==> src/rtl/alu_cr_pkg.sv <==
package alu_cr_pkg;

    localparam int OPC_W = 4;
    localparam int SHF_W = 3;
    localparam int CC_W  = 2;

    typedef enum logic [OPC_W-1:0] {
        OPC_ADD   = 4'b0010,
        OPC_SUB   = 4'b0011,
        OPC_AND   = 4'b0100,
        OPC_OR    = 4'b0101,
        OPC_XOR   = 4'b0110,
        OPC_SHIFT = 4'b0111,
        OPC_BYTE  = 4'b1100,
        OPC_CMP   = 4'b1101,
        OPC_INV   = 4'b1111
    } opc_e;

    typedef enum logic [SHF_W-1:0] {
        SH_ASL = 3'b000,
        SH_ASR = 3'b001,
        SH_LSL = 3'b010,
        SH_ROR = 3'b111
    } shf_e;

    typedef enum logic [CC_W-1:0] {
        CC_ZERO = 2'd0,
        CC_POS  = 2'd1,
        CC_NEG  = 2'd2,
        CC_OVF  = 2'd3
    } cc_e;

    typedef enum logic [1:0] {
        AR_ADD,
        AR_SUB,
        AR_INC,
        AR_NEG
    } arith_e;

    typedef enum logic [2:0] {
        SRC_NONE,
        SRC_ARITH,
        SRC_LOGIC,
        SRC_BYTE,
        SRC_SHIFT
    } src_e;

    typedef struct packed {
        logic res_we;
        logic cc_we;
        src_e src;
    } ctl_t;

    function automatic logic opc_known(input logic [OPC_W-1:0] c);
        return (c == OPC_ADD) || (c == OPC_SUB) || (c == OPC_AND) ||
               (c == OPC_OR)  || (c == OPC_XOR) || (c == OPC_SHIFT) ||
               (c == OPC_BYTE) || (c == OPC_CMP) || (c == OPC_INV);
    endfunction

    function automatic logic shf_known(input logic [SHF_W-1:0] s);
        return (s == SH_ASL) || (s == SH_ASR) || (s == SH_LSL) || (s == SH_ROR);
    endfunction

endpackage

==> src/rtl/alu_cr_arith.sv <==
module alu_cr_arith
    import alu_cr_pkg::*;
#(
    parameter int W = 16
) (
    input  arith_e         kind,
    input  logic [W-1:0]   a,
    input  logic [W-1:0]   b,
    output logic [W-1:0]   sum,
    output logic           ovf
);
    logic [W-1:0] x;
    logic [W-1:0] y;
    logic         cin;

    always_comb begin
        case (kind)
            AR_SUB:  begin x = a;  y = ~b; cin = 1'b1; end
            AR_INC:  begin x = b;  y = '0; cin = 1'b1; end
            AR_NEG:  begin x = '0; y = ~b; cin = 1'b1; end
            default: begin x = a;  y = b;  cin = 1'b0; end
        endcase
        sum = x + y + {{(W-1){1'b0}}, cin};
        ovf = (x[W-1] == y[W-1]) && (sum[W-1] != x[W-1]);
    end
endmodule

==> src/rtl/alu_cr_bitwise.sv <==
module alu_cr_bitwise
    import alu_cr_pkg::*;
#(
    parameter int W = 16
) (
    input  logic [OPC_W-1:0] op_code,
    input  logic [W-1:0]     a,
    input  logic [W-1:0]     b,
    output logic [W-1:0]     y
);
    always_comb begin
        case (op_code)
            OPC_AND: y = a & b;
            OPC_OR:  y = a | b;
            OPC_XOR: y = a ^ b;
            OPC_INV: y = ~b;
            default: y = '0;
        endcase
    end
endmodule

==> src/rtl/alu_cr_bytemove.sv <==
module alu_cr_bytemove #(
    parameter int W = 16
) (
    input  logic         reg_mode,
    input  logic         byte_lo,
    input  logic [W-1:0] a,
    input  logic [W-1:0] b,
    output logic [W-1:0] y
);
    localparam int HW = W / 2;

    logic [HW-1:0] picked;

    always_comb begin
        picked = byte_lo ? b[HW-1:0] : b[W-1:HW];
        if (reg_mode)
            y = {b[HW-1:0], b[W-1:HW]};
        else
            y = {a[W-1:HW], picked};
    end
endmodule

==> src/rtl/alu_cr_shifter.sv <==
module alu_cr_shifter
    import alu_cr_pkg::*;
#(
    parameter int W = 16
) (
    input  logic [SHF_W-1:0] sel,
    input  logic [W-1:0]     a,
    output logic [W-1:0]     y,
    output logic             ovf,
    output logic             hit
);
    always_comb begin
        y   = '0;
        ovf = 1'b0;
        hit = 1'b1;
        case (sel)
            SH_ASL: begin
                y   = {a[W-2:0], 1'b0};
                ovf = a[W-1] ^ a[W-2];
            end
            SH_ASR:  y = {a[W-1], a[W-1:1]};
            SH_LSL:  y = {a[W-2:0], 1'b0};
            SH_ROR:  y = {a[0], a[W-1:1]};
            default: hit = 1'b0;
        endcase
    end
endmodule

==> src/rtl/alu_cr_ccgen.sv <==
module alu_cr_ccgen
    import alu_cr_pkg::*;
#(
    parameter int W = 16
) (
    input  logic [W-1:0] value,
    input  logic         ovf,
    output cc_e          cc
);
    always_comb begin
        if (ovf)
            cc = CC_OVF;
        else if (value == '0)
            cc = CC_ZERO;
        else if (value[W-1])
            cc = CC_NEG;
        else
            cc = CC_POS;
    end
endmodule

==> src/rtl/alu_cr_core.sv <==
module alu_cr_core
    import alu_cr_pkg::*;
#(
    parameter int WIDTH = 16,
    parameter int REG_W = 4
) (
    input  logic [OPC_W-1:0] op_code,
    input  logic [SHF_W-1:0] shift_sel,
    input  logic [REG_W-1:0] dst_reg,
    input  logic             reg_mode,
    input  logic             byte_lo,
    input  logic [WIDTH-1:0] opa,
    input  logic [WIDTH-1:0] opb,
    output logic [WIDTH-1:0] result,
    output logic [CC_W-1:0]  cc_out,
    output logic             res_we,
    output logic             cc_we
);
    logic             unary_mem;
    arith_e           ar_kind;
    ctl_t             ctl;
    logic [WIDTH-1:0] ar_sum, lg_val, by_val, sh_val;
    logic             ar_ovf, sh_ovf, sh_hit;
    logic [WIDTH-1:0] sel_val;
    logic             sel_ovf;
    cc_e              cc_new;

    assign unary_mem = !reg_mode && (dst_reg == '0);

    always_comb begin
        ctl     = '{res_we: 1'b0, cc_we: 1'b0, src: SRC_NONE};
        ar_kind = AR_ADD;
        case (op_code)
            OPC_ADD: begin
                ar_kind = unary_mem ? AR_INC : AR_ADD;
                ctl     = '{res_we: 1'b1, cc_we: 1'b1, src: SRC_ARITH};
            end
            OPC_SUB: begin
                ar_kind = unary_mem ? AR_NEG : AR_SUB;
                ctl     = '{res_we: 1'b1, cc_we: 1'b1, src: SRC_ARITH};
            end
            OPC_CMP: begin
                ar_kind = AR_SUB;
                ctl     = '{res_we: 1'b0, cc_we: 1'b1, src: SRC_ARITH};
            end
            OPC_AND, OPC_OR, OPC_XOR, OPC_INV:
                ctl = '{res_we: 1'b1, cc_we: 1'b1, src: SRC_LOGIC};
            OPC_BYTE:
                ctl = '{res_we: 1'b1, cc_we: 1'b1, src: SRC_BYTE};
            OPC_SHIFT:
                if (sh_hit)
                    ctl = '{res_we: 1'b1, cc_we: 1'b1, src: SRC_SHIFT};
            default: ;
        endcase
    end

    alu_cr_arith #(.W(WIDTH)) u_arith (
        .kind (ar_kind),
        .a    (opa),
        .b    (opb),
        .sum  (ar_sum),
        .ovf  (ar_ovf)
    );

    alu_cr_bitwise #(.W(WIDTH)) u_bitwise (
        .op_code (op_code),
        .a       (opa),
        .b       (opb),
        .y       (lg_val)
    );

    alu_cr_bytemove #(.W(WIDTH)) u_bytemove (
        .reg_mode (reg_mode),
        .byte_lo  (byte_lo),
        .a        (opa),
        .b        (opb),
        .y        (by_val)
    );

    alu_cr_shifter #(.W(WIDTH)) u_shifter (
        .sel (shift_sel),
        .a   (opa),
        .y   (sh_val),
        .ovf (sh_ovf),
        .hit (sh_hit)
    );

    always_comb begin
        case (ctl.src)
            SRC_ARITH: begin sel_val = ar_sum; sel_ovf = ar_ovf; end
            SRC_LOGIC: begin sel_val = lg_val; sel_ovf = 1'b0;   end
            SRC_BYTE:  begin sel_val = by_val; sel_ovf = 1'b0;   end
            SRC_SHIFT: begin sel_val = sh_val; sel_ovf = sh_ovf; end
            default:   begin sel_val = '0;     sel_ovf = 1'b0;   end
        endcase
    end

    alu_cr_ccgen #(.W(WIDTH)) u_ccgen (
        .value (sel_val),
        .ovf   (sel_ovf),
        .cc    (cc_new)
    );

    assign result = ctl.res_we ? sel_val : '0;
    assign cc_out = ctl.cc_we ? cc_new : CC_ZERO;
    assign res_we = ctl.res_we;
    assign cc_we  = ctl.cc_we;

endmodule

==> config.mk <==
export PLATFORM = sky130hd
export DESIGN_NAME = alu_cr_core
export DESIGN_NICKNAME = d
export VERILOG_FILES = /design/src/rtl/alu_cr_pkg.sv /design/src/rtl/alu_cr_arith.sv /design/src/rtl/alu_cr_bitwise.sv /design/src/rtl/alu_cr_bytemove.sv /design/src/rtl/alu_cr_shifter.sv /design/src/rtl/alu_cr_ccgen.sv /design/src/rtl/alu_cr_core.sv
export SDC_FILE = /design/constraint.sdc
export NUM_CORES = 1
export LEC_CHECK = 0
export BUFFER_PORTS_ARGS = -buffer_cell sky130_fd_sc_hd__buf_2
export CORE_ASPECT_RATIO = 1.4
export CORE_MARGIN = 2
export CORE_UTILIZATION = 54
export DETAILED_ROUTE_END_ITERATION = 7
export PLACE_DENSITY = 0.82
export SLEW_MARGIN = 30
export SYNTH_ARGS = -nofsm -noshare
export SYNTH_HDL_FRONTEND = slang
export SYNTH_SLANG_ARGS = --single-unit
export TNS_END_PERCENT = 10
==> constraint.sdc <==
create_clock -name vclk -period 6.24
set_input_delay 1.248 -clock vclk [all_inputs]
set_output_delay 1.248 -clock vclk [all_outputs]
set_load 0.02 [all_outputs]
After elaboration in Yosys (flattened, before gate mapping)
Cells that the tools add are included.
Word-level totals
  bits in registers: 0
  input bits: 45
  output and inout port bits: 20
  word-level logic and storage cells: 61
Operators by class
  $add $sub $neg: 2
  equal/unequal tests: 21
  mux-type cells: 21
  bitwise logic cells: 5
  reductions and logical operators: 12
Operators by type and width (count)
  16-bit one-hot mux with 4 select lines: 2
  16-bit one-hot mux with 2 select lines: 2
  16-bit one-hot mux with 3 select lines: 1
  16-bit two-way mux: 2
  5-bit one-hot mux with 5 select lines: 1
  16-bit by 1-bit adder with 16-bit output: 1
  16-bit adder: 1
  16-bit AND: 1
  4-bit by 3-bit == test with 1-bit output (second input constant): 4
  16-bit logical NOT: 1
  16-bit NOT: 1
  16-bit OR: 1
  16-bit bitwise XOR: 1
  4-bit == test (second input constant): 3
  2-bit two-way mux: 6
  3-bit by 2-bit == test with 1-bit output (second input constant): 3
  4-bit by 2-bit == test with 1-bit output (second input constant): 2
  8-bit two-way mux: 1
  4-bit OR reduction: 2
  3-bit by 1-bit == test with 1-bit output (second input constant): 2
  3-bit == test (second input constant): 2
  2-bit one-hot mux with 3 select lines: 1
  2-bit OR reduction: 3
  5-bit two-way mux: 1
  other kinds (12): 16

Longest topological paths before layout
  word-level depth: 14
  depth in mapped cells: 18

Hierarchy
A second synthesis with hierarchy kept.
Unflattened totals
  cell total of the unflattened synthesis: 536
  area, all modules: 4113.9 um2
By module, submodules not included
  alu_cr_core: instances 1, cells each 180, area each 1208.7 um2, sequential area each 0.0 um2
  alu_cr_arith: instances 1, cells each 145, area each 1128.6 um2, sequential area each 0.0 um2
  alu_cr_bitwise: instances 1, cells each 123, area each 958.4 um2, sequential area each 0.0 um2
  alu_cr_shifter: instances 1, cells each 62, area each 513.0 um2, sequential area each 0.0 um2
  alu_cr_bytemove: instances 1, cells each 19, area each 246.5 um2, sequential area each 0.0 um2
  alu_cr_ccgen: instances 1, cells each 7, area each 58.8 um2, sequential area each 0.0 um2

Worst setup path after synthesis
No wires, ideal clock.
  path kind: input-to-output
  start point: input op_code[3]
  end point: output cc_out[0]
  arrival time: 5258 ps
  required time: 4992 ps
  setup slack: -266 ps
  stages: 18
  cells stage by stage: buf_4 > nor3b_2 > o21ai_2 > and2_1 > clkbuf_1 > clkbuf_1 > a21oi_1 > fa_1 > inv_1 > fa_1 > a211oi_2 > o41ai_1 > o41a_1 > mux2i_1 > o211ai_1 > or4_1 > nor4_1 > a41oi_1
On the way
  cells in the longest elaborated chain, start to end: 12
  elaborated cells on any way between the ends: 38
  those cells by class: add/sub (2); eq/ne (18); mux (12); reduce/logical (6)
Ends and longest elaborated chain
  start: declaration: line alu_cr_core.sv:7  | input logic [OPC_W-1:0] op_code,
  4-bit == test / 4-bit by 2-bit == test with 1-bit output (equally long branches): line alu_cr_core.sv:33  | case (op_code)
  2-bit one-hot mux with 3 select lines: line alu_cr_core.sv:33
  2-bit by 1-bit == test with 1-bit output / 2-bit == test (equally long branches): line alu_cr_arith.sv:17  | case (kind)
  2-bit OR reduction (no line)
  16-bit one-hot mux with 2 select lines: line alu_cr_arith.sv:17
  16-bit adder: line alu_cr_arith.sv:23  | sum = x + y + {{(W-1){1'b0}}, cin};
  16-bit by 1-bit adder with 16-bit output: line alu_cr_arith.sv:23
  16-bit one-hot mux with 4 select lines / 1-bit inequality test (equally long branches): line alu_cr_core.sv:89, alu_cr_arith.sv:24
  16-bit logical NOT (tied with other cells): line alu_cr_ccgen.sv:13  | else if (value == '0)
  2-bit two-way mux / 1-bit one-hot mux with 2 select lines (equally long branches): line alu_cr_ccgen.sv:13, alu_cr_core.sv:89
  2-bit two-way mux: line alu_cr_ccgen.sv:11  | if (ovf)
  2-bit two-way mux (*): line alu_cr_core.sv:105  | assign cc_out = ctl.cc_we ? cc_new : CC_ZERO;
  end: declaration: line alu_cr_core.sv:15  | output logic [CC_W-1:0] cc_out,
Every way passes the cells marked *; elsewhere a longest branch is shown, timed or not.

Worst setup path in the final report
Ends and elaborated chain as after synthesis.

==> impl_metrics.csv <==
group,metric,value,unit
final_layout,final_common_cell,"buf_2",
sta,period_needed,6220,ps
detailed_routing,top_layer,"met4",
final_layout,antennaDiodeCount,0,
final_layout,ff_latch_area,0,µm²
critical_path,crit_slowest_cell,"o41a_1",
final_layout,final_layout_size_suffix_gt1_share,22.1,%
logic_synthesis,ys_warn_count,0,
critical_path,path_delay_family,"compound AO/OA/AOI/OAI gates",
final_layout,nets,634,
critical_path,cp-start-kind,"input pin",
logic_synthesis,ys_seq_area_share,0,%
global_route,grt_pass1_vias,3729,
sta,fmaxAchievable,161,MHz
global_route,gr-total-overflow,0,
floorplan,placementRows,33,
sta,rsz0062_at_grt,"yes",
critical_path,path_class,"in -> out",
logic_synthesis,synth_top_cell_area_share,17.8,%
logic_synthesis,yosys-top-cells-area,"ha_1 18%, mux2i_1 7.4%, o21ai_0 6.7%",
detailed_routing,via_count,4043,
critical_path,critPathMaxFanout,4,
detailed_routing,routed_via_density,6.64,
sta,finalMaxSlewViolations,0,
final_layout,final_cell_area,0.00380,mm²
place,place_congestion,1.05,
final_layout,layout_common_cells,"64 x buf_2, 46 x ha_1, 44 x inv_1, 43 x o21ai_0, 38 x nor2_1",
detailed_routing,routed-wl-met3,1080,µm
critical_path,crit_arrival,4970,ps
detailed_routing,drt-met1-wl,4360,µm
detailed_routing,met2_length,5390,µm
global_route,grt_pass1_wl,18200,µm
sta,slew_headroom,47.5,%
floorplan,io_pins,65,
detailed_routing,firstDrtPassIters,6,
global_route,track_usage,33.6,%
floorplan,die_x,69.4,µm
sta,finalCritPeriodShare,99.7,%
critical_path,max_stage_delay,420,ps
critical_path,path_buf_inv,3,
final_layout,n_clock_buffer,0,
critical_path,crit_path_cell_trace,"buf_2 -> nor3b_4 -> nand3_2 -> and2_4 -> a21oi_4 -> fa_2 -> inv_1 -> fa_2 -> a211oi_4 -> o41ai_4 -> o41a_1 -> a21o_1 -> a21oi_1 -> nor4b_1 -> a211oi_1 -> a41oi_2 -> buf_4",
detailed_routing,drc_errors,0,
logic_synthesis,syn_area,0.00323,mm²
run,cap_violations,0,
power,ir_drop,53.3,µV
critical_path,cp-end-kind,"output pin",
final_layout,flops_and_latches,0,
final_layout,syn_to_final_growth,17.6,%
critical_path,crit_required,4990,ps
floorplan,start_util,55.5,%
critical_path,path_common_cell,"fa_2",
power,p_leak,1.81,nW
sta,setup_viol,0,
hold_path,hp-class,"in -> out",
status,status,"finished clean",
place,dp_hpwl,8960,µm
logic_synthesis,avgSynthCellArea,6.74,µm²
global_route,grt_max_degree,35,
global_route,antenna_found_initial,0,
place,io_buffer_count,65,
logic_synthesis,ys_types,70,
logic_synthesis,synthCells,480,
floorplan,die_area,0.00663,mm²
detailed_routing,dr.first_iter.drc_count,434,
logic_synthesis,synth_fp_nets,573,
floorplan,core,0.00582,mm²
sta,tightest_slew,784,ps
power,cellPowerDensity,94.4,mW/mm²
floorplan,die_h,95.6,µm
detailed_routing,finalWirelength,11400,µm
place,postPlaceCellArea,0.00371,mm²
detailed_routing,ant_nets,0,
sta,finalHoldViolCount,0,
sta,totalNegativeSetupSlack,0,ps
logic_synthesis,yosysTopAreaCell,"ha_1",
detailed_routing,wire_per_inst,18.8,µm
## routing by layer
layer | up-vias | GRT usage [%]
met5 | - | 0
met4 | 0 | 16.5
met3 | 48 | 1.37
met2 | 254 | 58.3
met1 | 1841 | 42.5
li1 | 1900 | -
## power by group
group / internal (mW) / switching (mW) / total [mW]
logic: 0.145 / 0.214 / 0.359
clock network: 0 / 0 / 0
registers: 0 / 0 / 0
## cell usage after synthesis (3+ instances only)
master,instances
a2111oi_0,3
o21ai_1,5
a31oi_1,4
nor3_1,10
and3_1,3
o21ai_0,43
nor2b_1,14
o2bb2ai_1,5
nand3_1,22
nand4_1,5
a21o_1,4
a21oi_1,19
xnor2_1,9
and2_1,4
o211ai_1,6
nand3b_1,3
buf_2,12
nor2_1,38
a22o_1,3
a211oi_1,5
nand2b_1,7
a221o_1,5
a32oi_1,4
nand2_1,36
a2bb2oi_1,4
or2_2,3
mux2i_1,24
nor3b_1,3
buf_4,4
o21a_1,3
clkbuf_1,12
mux2_2,5
a221oi_1,5
inv_1,44
o22ai_1,17
ha_1,46
## final cells by class
| cell class | count | area (µm²) |
|---|---|---|
| fill | 538 | 2020 |
| tap | 70 | 87.6 |
| inverter | 44 | 165 |
| multi-input combinational | 406 | 3030 |
| timing repair buffer | 89 | 519 |
## through the flow
stage	util, %	worst slack, ps	std cells	hold slack (ps)	power, mW
detailed placement	63.8	-135	608	2990	0.338
finish	65.3	19.6	609	3000	0.359
global route	65.3	-154	609	3040	0.390
CTS	64.0	1.28	608	2990	0.342
floorplan	-	12.9	480	2840	0.233
global placement	63.7	28.1	608	2990	0.329
## cells by family after synthesis
kind of cell	synth area share (%)
XOR/XNOR	3.21
multiplexers	9.17
AO/OA/AOI/OAI	33.4
buffers and inverters	9.56
adder cells (fa/ha/maj)	19.0
AND/OR/NAND/NOR	25.7
## worst paths after layout
kind,to,cells past startpoint,startpoint,slack [ps]
setup / recovery,cc_out[0],17,op_code[3],20
hold / removal,result[0],4,opa[1],3000
## what timing repair did
item / CTS / global route
endpoints found under the setup margin: 1 / 2
gates resized for setup: 3 / 12
setup buffers: 0 / 1
hold buffers: 0 / 0
pin swaps: 3 / 6
Note: power is estimated with default switching activity, not from simulation.
